==> src/rtl/uart_framer.sv <==
`timescale 1ns/1ps
module uart_framer #(
  parameter int DW = 9,
  parameter int OVS = 16,
  parameter int MID = 8,
  parameter int BRK_BITS = 10
) (
  input  logic          clk,
  input  logic          rst_n,
  input  logic          tick,
  input  logic [1:0]    fmt,
  input  logic          par_en,
  input  logic [1:0]    par_sel,
  input  logic [1:0]    mode,
  input  logic          brk_req,
  input  logic [DW-1:0] tx_data,
  input  logic          tx_valid,
  output logic          tx_busy,
  output logic          txd,
  input  logic          rxd,
  output logic [DW-1:0] rx_data,
  output logic          rx_valid,
  output logic          par_err,
  output logic          frm_err,
  output logic          brk_det
);
  localparam int FW = DW + 3;
  localparam int CW = $clog2(OVS);
  localparam int LW = $clog2(FW + 1);
  localparam int BRK_TICKS = OVS * BRK_BITS;
  localparam int BCW = $clog2(BRK_TICKS);

  typedef enum logic [1:0] {T_IDLE, T_SHIFT, T_BRK} tx_st_t;
  typedef enum logic [2:0] {R_IDLE, R_START, R_DATA, R_STOP, R_BRK} rx_st_t;

  logic loop, attn, par_on, par_odd, par_bit;
  int nb;
  logic [DW-1:0] dmask;
  logic [FW-1:0] frame;

  assign loop = (mode == 2'b10);
  assign attn = (mode == 2'b01);
  assign par_odd = (par_sel == 2'b01);
  assign par_on = par_en && (par_sel == 2'b01 || par_sel == 2'b10) && !loop && !attn && !fmt[1];

  always_comb begin
    nb = (attn || fmt[1]) ? DW : (fmt[0] ? DW - 1 : DW - 2);
    for (int i = 0; i < DW; i++) dmask[i] = (i < nb);
    par_bit = (^(tx_data & dmask)) ^ par_odd;
    frame = '1;
    frame[0] = 1'b0;
    for (int i = 0; i < DW; i++) if (dmask[i]) frame[i+1] = tx_data[i];
    for (int i = 0; i < FW; i++) if (par_on && i == nb + 1) frame[i] = par_bit;
  end

  // transmitter
  tx_st_t tx_st;
  logic [FW-1:0] tx_sh;
  logic [LW-1:0] tx_left;
  logic [CW-1:0] tx_cnt;
  logic txd_int;

  always_ff @(posedge clk) begin
    if (!rst_n) begin
      tx_st <= T_IDLE;
      tx_sh <= '1;
      tx_left <= '0;
      tx_cnt <= '0;
    end else begin
      case (tx_st)
        T_IDLE:
          if (brk_req) tx_st <= T_BRK;
          else if (tx_valid) begin
            tx_sh <= frame;
            tx_left <= LW'(nb + 2 + (par_on ? 1 : 0));
            tx_cnt <= '0;
            tx_st <= T_SHIFT;
          end
        T_SHIFT:
          if (tick) begin
            if (tx_cnt == CW'(OVS - 1)) begin
              tx_cnt <= '0;
              if (tx_left == LW'(1)) begin
                tx_st <= T_IDLE;
                tx_sh <= '1;
              end else begin
                tx_sh <= {1'b1, tx_sh[FW-1:1]};
                tx_left <= tx_left - LW'(1);
              end
            end else tx_cnt <= tx_cnt + CW'(1);
          end
        T_BRK:
          if (!brk_req) tx_st <= T_IDLE;
        default: tx_st <= T_IDLE;
      endcase
    end
  end

  assign txd_int = (tx_st == T_BRK) ? 1'b0 : tx_sh[0];
  assign txd = loop | txd_int;
  assign tx_busy = (tx_st != T_IDLE);

  // receiver
  rx_st_t rx_st;
  logic [1:0] rsync;
  logic rline;
  logic [CW-1:0] rx_cnt;
  logic [LW-1:0] rx_idx, r_tot, r_nb;
  logic [DW-1:0] r_mask, rx_dm;
  logic r_par, r_odd, r_attn, rx_pbad;
  logic [DW:0] rx_sh;
  logic [BCW-1:0] brk_cnt;

  assign rline = loop ? txd_int : rsync[1];
  assign rx_dm = rx_sh[DW-1:0] & r_mask;
  assign rx_pbad = r_par && (rx_sh[r_nb] != ((^rx_dm) ^ r_odd));

  always_ff @(posedge clk) begin
    if (!rst_n) begin
      rsync <= 2'b11;
      rx_st <= R_IDLE;
      rx_cnt <= '0;
      rx_idx <= '0;
      r_tot <= '0;
      r_nb <= '0;
      r_mask <= '0;
      r_par <= 1'b0;
      r_odd <= 1'b0;
      r_attn <= 1'b0;
      rx_sh <= '0;
      brk_cnt <= '0;
      rx_data <= '0;
      rx_valid <= 1'b0;
      par_err <= 1'b0;
      frm_err <= 1'b0;
      brk_det <= 1'b0;
    end else begin
      rsync <= {rsync[0], rxd};
      rx_valid <= 1'b0;
      par_err <= 1'b0;
      frm_err <= 1'b0;
      if (tick) begin
        case (rx_st)
          R_IDLE:
            if (!rline) begin
              rx_st <= R_START;
              rx_cnt <= CW'(1);
            end
          R_START:
            if (rx_cnt == CW'(MID - 1)) begin
              rx_cnt <= '0;
              if (!rline) begin
                rx_st <= R_DATA;
                rx_idx <= '0;
                rx_sh <= '0;
                r_tot <= LW'(nb + (par_on ? 1 : 0));
                r_nb <= LW'(nb);
                r_mask <= dmask;
                r_par <= par_on;
                r_odd <= par_odd;
                r_attn <= attn;
              end else rx_st <= R_IDLE;
            end else rx_cnt <= rx_cnt + CW'(1);
          R_DATA:
            if (rx_cnt == CW'(OVS - 1)) begin
              rx_cnt <= '0;
              rx_sh[rx_idx] <= rline;
              if (rx_idx == r_tot - LW'(1)) rx_st <= R_STOP;
              else rx_idx <= rx_idx + LW'(1);
            end else rx_cnt <= rx_cnt + CW'(1);
          R_STOP:
            if (rx_cnt == CW'(OVS - 1)) begin
              rx_cnt <= '0;
              if (rline) begin
                rx_st <= R_IDLE;
                if (!(r_attn && !rx_sh[DW-1])) begin
                  rx_valid <= 1'b1;
                  rx_data <= rx_dm;
                  par_err <= rx_pbad;
                end
              end else begin
                rx_st <= R_BRK;
                brk_cnt <= '0;
                rx_valid <= 1'b1;
                rx_data <= rx_dm;
                par_err <= rx_pbad;
                frm_err <= 1'b1;
              end
            end else rx_cnt <= rx_cnt + CW'(1);
          R_BRK:
            if (rline) begin
              rx_st <= R_IDLE;
              brk_det <= 1'b0;
            end else if (brk_cnt == BCW'(BRK_TICKS - 1)) brk_det <= 1'b1;
            else brk_cnt <= brk_cnt + BCW'(1);
          default: rx_st <= R_IDLE;
        endcase
      end
    end
  end

  p_shift_quiet_r2: assert property (@(posedge clk) disable iff (!rst_n)
    (tx_st == T_SHIFT && !tick) |=> $stable(tx_sh) && $stable(tx_left));
  p_busy_ignore_r11: assert property (@(posedge clk) disable iff (!rst_n)
    (tx_st == T_SHIFT && tx_valid && !tick) |=> (tx_st == T_SHIFT) && $stable(tx_sh));
  p_rxv_pulse_r5: assert property (@(posedge clk) disable iff (!rst_n)
    rx_valid |=> !rx_valid);
  p_frm_strobe_r6: assert property (@(posedge clk) disable iff (!rst_n)
    frm_err |-> rx_valid);
  p_brk_origin_r7: assert property (@(posedge clk) disable iff (!rst_n)
    $rose(brk_det) |-> $past(rx_st == R_BRK) && !$past(rline));
  p_brk_hold_r8: assert property (@(posedge clk) disable iff (!rst_n)
    (tx_st == T_BRK && brk_req) |=> (tx_st == T_BRK) && !txd_int);
endmodule

==> config.mk <==
export PLATFORM = sky130hd
export DESIGN_NAME = uart_framer
export DESIGN_NICKNAME = d
export VERILOG_FILES = /design/src/rtl/uart_framer.sv
export SDC_FILE = /design/constraint.sdc
export NUM_CORES = 1
export LEC_CHECK = 0
export ABC_AREA = 1
export BUFFER_PORTS_ARGS = -buffer_cell sky130_fd_sc_hd__buf_2
export CAP_MARGIN = 20
export CORE_MARGIN = 4
export CORE_UTILIZATION = 48
export DETAILED_ROUTE_END_ITERATION = 16
export GPL_ROUTABILITY_DRIVEN = 0
export GPL_TIMING_DRIVEN = 0
export PLACE_DENSITY = 0.67
export SETUP_SLACK_MARGIN = 0.05
export SYNTH_ARGS = -nofsm -noshare
export SYNTH_HDL_FRONTEND = slang
export SYNTH_SLANG_ARGS = --single-unit
==> constraint.sdc <==
create_clock -name clk -period 2 [get_ports clk]
set_input_delay 0.2 -clock clk [delete_from_list [all_inputs] [get_ports clk]]
set_output_delay 0.2 -clock clk [all_outputs]
set_load 0.005 [all_outputs]
==> metrics.csv <==
stage,metric,value,unit
status,outcome,"finished, final reports clean",
critical_path,crit end category,flip-flop,
synth,number of warnings issued by yosys,0,
power_and_ir_drop,internal power,3.02,mW
power_and_ir_drop,NetSw,1.79,mW
clocking,"Hold-fix buffers, CTS",0,
cells_and_area,Util after Layout,0.566,
timing,Max Slew Vio Count,0,
clocking,CTS buffer count,9,
timing,final hold violations,0,
clocking,Clock Sinks,81,
clocking,"Clk pin slew, worst setup/hold paths",0.10,ns
detailed_routing,DR WL/cell,13.3,um
critical_path,crit start category,flip-flop,
critical_path,Worst EP arrival,2.06,ns
clocking,clk_lat worst skew,0.35,ns
critical_path,"Largest stage delay, worst path",0.36,ns
synth,async set-or-reset flop fraction in the synthesized netlist,0,
detailed_routing,vias,4138,
clocking,clk root buf,clkbuf_8,
detailed_routing,final wirelength,10.5,mm
synth,sequential fraction of the synthesis area,0.371,
critical_path,Crit path max-delay family,simple AND/OR/NAND/NOR gates,
power_and_ir_drop,Net Sw Frac,0.372,
timing,smallest hold slack,0.0297,ns
power_and_ir_drop,total power,4.81,mW
synth,distinct cell type count after synthesis,42,
power_and_ir_drop,sequential share of power,0.409,
cells_and_area,fraction of layout cells with a size suffix above 1,0.163,
power_and_ir_drop,Clk pwr share,0.266,
cells_and_area,Layout Cells excl Fill,791,
power_and_ir_drop,power per cell area,965,nW/um^2
timing,RSZ-0062 raised after global routing,yes,
detailed_routing,DRC viols,0,
cells_and_area,area delta synth->final,14.2,%
cells_and_area,"commonest non-fill, non-tap cell in the layout",nand2_1,
die,die height,103,um
synth,Seq cells post-synth,81,
critical_path,crit path max fanout,10,
power_and_ir_drop,worst vdd ir,0.000440,V
global_route,largest net degree at the start of global routing,15,
placed_design,# placed instances,769,
clocking,depth of the CTS H-tree,3,
critical_path,Setup CP Type,reg -> reg,
placed_design,Placed Area,4680,um^2
timing,Highest Clock Rate,0.548,GHz
synth,Post-Syn Area,4370,um^2
global_route,Tot GR Track Use,0.205,
cells_and_area,Final Instance Area,4980,um^2
critical_path,CP required,2.24,ns
run,max_cap viols,0,
synth,Post-synth EDFFs,0,
global_route,vias in the first global route,3748,
cells_and_area,FILL cells,865,
detailed_routing,DRT iter0 DRCs,229,
synth,Mapped Avg Cell Area,6.98,um^2
power_and_ir_drop,Leak,2.26,nW
critical_path,Slowest cell on crit path,dfxtp_2,
die,# IOs,37,
timing,min Tclk post-route,1.83,ns
timing,Max-slew headroom,0.539,
critical_path,WP buf/inv,2,
clocking,CTS tree,done,
synth,top_reg_cell synth,dfxtp_1,
die,core area,8810,um^2
global_route,first-pass GRT wire length,17.4,mm
detailed_routing,"antenna viol nets, final",0,
die,Die ar.,10700,um^2
timing,Setup Viol. Count Final,0,
cells_and_area,Antenna diodes,0,
die,starting density of the core,0.496,
critical_path,worst path cell trace,ha_1 -> nand2_1 -> nor2_2 -> nor2_2 -> nor3_4 -> nand2_2 -> nor2_4 -> inv_2 -> buf_6 -> nor2_1 -> nor2_1,
cells_and_area,nets,716,
die,die span in x,103,um
global_route,initial antenna violation count,0,
synth,Cells after Synth,625,
clocking,maximum root-to-sink buffer count,2,
global_route,gr ovfl total,0,
min_path,Hold Path Class,in -> reg,
timing,Worst-Margin Slew,0.691,ns
die,num rows,34,
placed_design,Port-buffer cells,36,
detailed_routing,Vias/cell,5.23,
cells_and_area,"commonest cells after routing, fill and taps aside","nand2_1 (127), dfxtp_1 (78), nor2_1 (70), inv_1 (68), a21oi_1 (50)",
synth,"Net Count, Synth",663,
power_and_ir_drop,Comb pwr share,0.325,
timing,Max Clock Skew,0.0149,ns
timing,Tcrit/Tclk final,0.913,
critical_path,R2R setup slack,0.17,ns
placed_design,DP HPWL,7.92,mm
detailed_routing,first-pass iteration count of the detailed router,7,
path summary, 6_finish.rpt:
| kind | depth (start not counted) | from | endpoint |
|---|---|---|---|
| worst max-delay path | 11 | rx_cnt[0] | r_mask[8] |
| worst min-delay path | 2 | rxd | rsync[0] |
| worst max register to register | 11 | rx_cnt[0] | r_mask[8] |
| worst min register to register | 1 | tx_sh[11] | tx_sh[11] |
timing repair:
item / 4_1_cts / 5_1_grt
buffers inserted: 1 / 5
pin swaps: 1 / 1
resized for setup: 0 / 18
endpoints found under the setup margin: 24 / 32
cell usage after synthesis, types with 2 or more instances:
| master | number | area share |
|---|---|---|
| or2_2 | 4 | 0.0057 |
| clkinv_1 | 3 | 0.0026 |
| nor2_1 | 75 | 0.064 |
| inv_2 | 7 | 0.0060 |
| clkbuf_1 | 9 | 0.0077 |
| nor3_1 | 15 | 0.017 |
| nor2_2 | 2 | 0.0029 |
| xor2_1 | 13 | 0.026 |
| nand2_1 | 131 | 0.11 |
| buf_4 | 2 | 0.0034 |
| nand3_1 | 32 | 0.037 |
| nand2_2 | 3 | 0.0043 |
| nand4_1 | 6 | 0.0086 |
| o2111ai_1 | 2 | 0.0040 |
| xnor2_1 | 10 | 0.020 |
| o22ai_1 | 2 | 0.0029 |
| o21ai_0 | 48 | 0.055 |
| o221ai_1 | 5 | 0.010 |
| ha_1 | 16 | 0.046 |
| buf_6 | 3 | 0.0077 |
| a21oi_1 | 50 | 0.057 |
| buf_2 | 3 | 0.0034 |
| dfxtp_1 | 81 | 0.37 |
| nor2_4 | 2 | 0.0052 |
| inv_1 | 68 | 0.058 |
| a21oi_2 | 3 | 0.0060 |
| o21ai_2 | 3 | 0.0060 |
| a31oi_1 | 12 | 0.017 |
| nand3b_1 | 2 | 0.0034 |
power groups by stage:
stage	logic [mW]	clock network [mW]	registers [mW]
6_report	1.56	1.28	1.96
2_1_floorplan	1.15	0	1.95
4_1_cts	1.48	1.30	1.96
3_5_place_dp	1.45	0	1.99
5_1_grt	1.78	1.37	1.99
3_3_place_gp	1.43	0	1.99
cell type report:
type	instances	area [um^2]	area share
Tap cell	108	135	0.0271
Multi-Input combinational cell	448	2390	0.479
Inverter	78	293	0.0587
Buffer	18	104	0.0208
Sequential cell	81	1630	0.326
Clock inverter	5	62.6	0.0126
Clock buffer	11	151	0.0304
Timing Repair Buffer	42	225	0.0452
routing by layer:
layer  share of wire  GRT usage
met1            0.50      0.292
met2            0.45      0.326
met3           0.036     0.0241
met4           0.015     0.0627
met5               0          0
state kept, by name, summed over array words and instances, names as in the netlist, 2 cells and up:
signal,count
rx_sh,10
tx_st,2
tx_sh,12
r_mask,6
rx_idx,4
rx_st,3
brk_cnt,8
rsync,2
tx_cnt,4
rx_cnt,4
r_nb,2
r_tot,4
tx_left,4
rx_data,9
through the flow:
stage / setup WS, ns / TNS, ns
2_1_floorplan: 0.205 / 0
3_3_place_gp: -0.0928 / -0.101
3_5_place_dp: -0.170 / -0.204
4_1_cts: 0.0308 / 0
5_1_grt: 0.0420 / 0
6_report: 0.174 / 0
cell families after synthesis:
family / after synthesis / share of synthesized area
and+or+nand+nor: 277 / 0.272
AOI/OAI and AO/OA: 132 / 0.174
buffers and inverters: 96 / 0.0906
DFF: 81 / 0.371
xor gates and xnor gates: 23 / 0.0461
adders and majority gates: 16 / 0.0459
(Power assumes the default switching activity.)
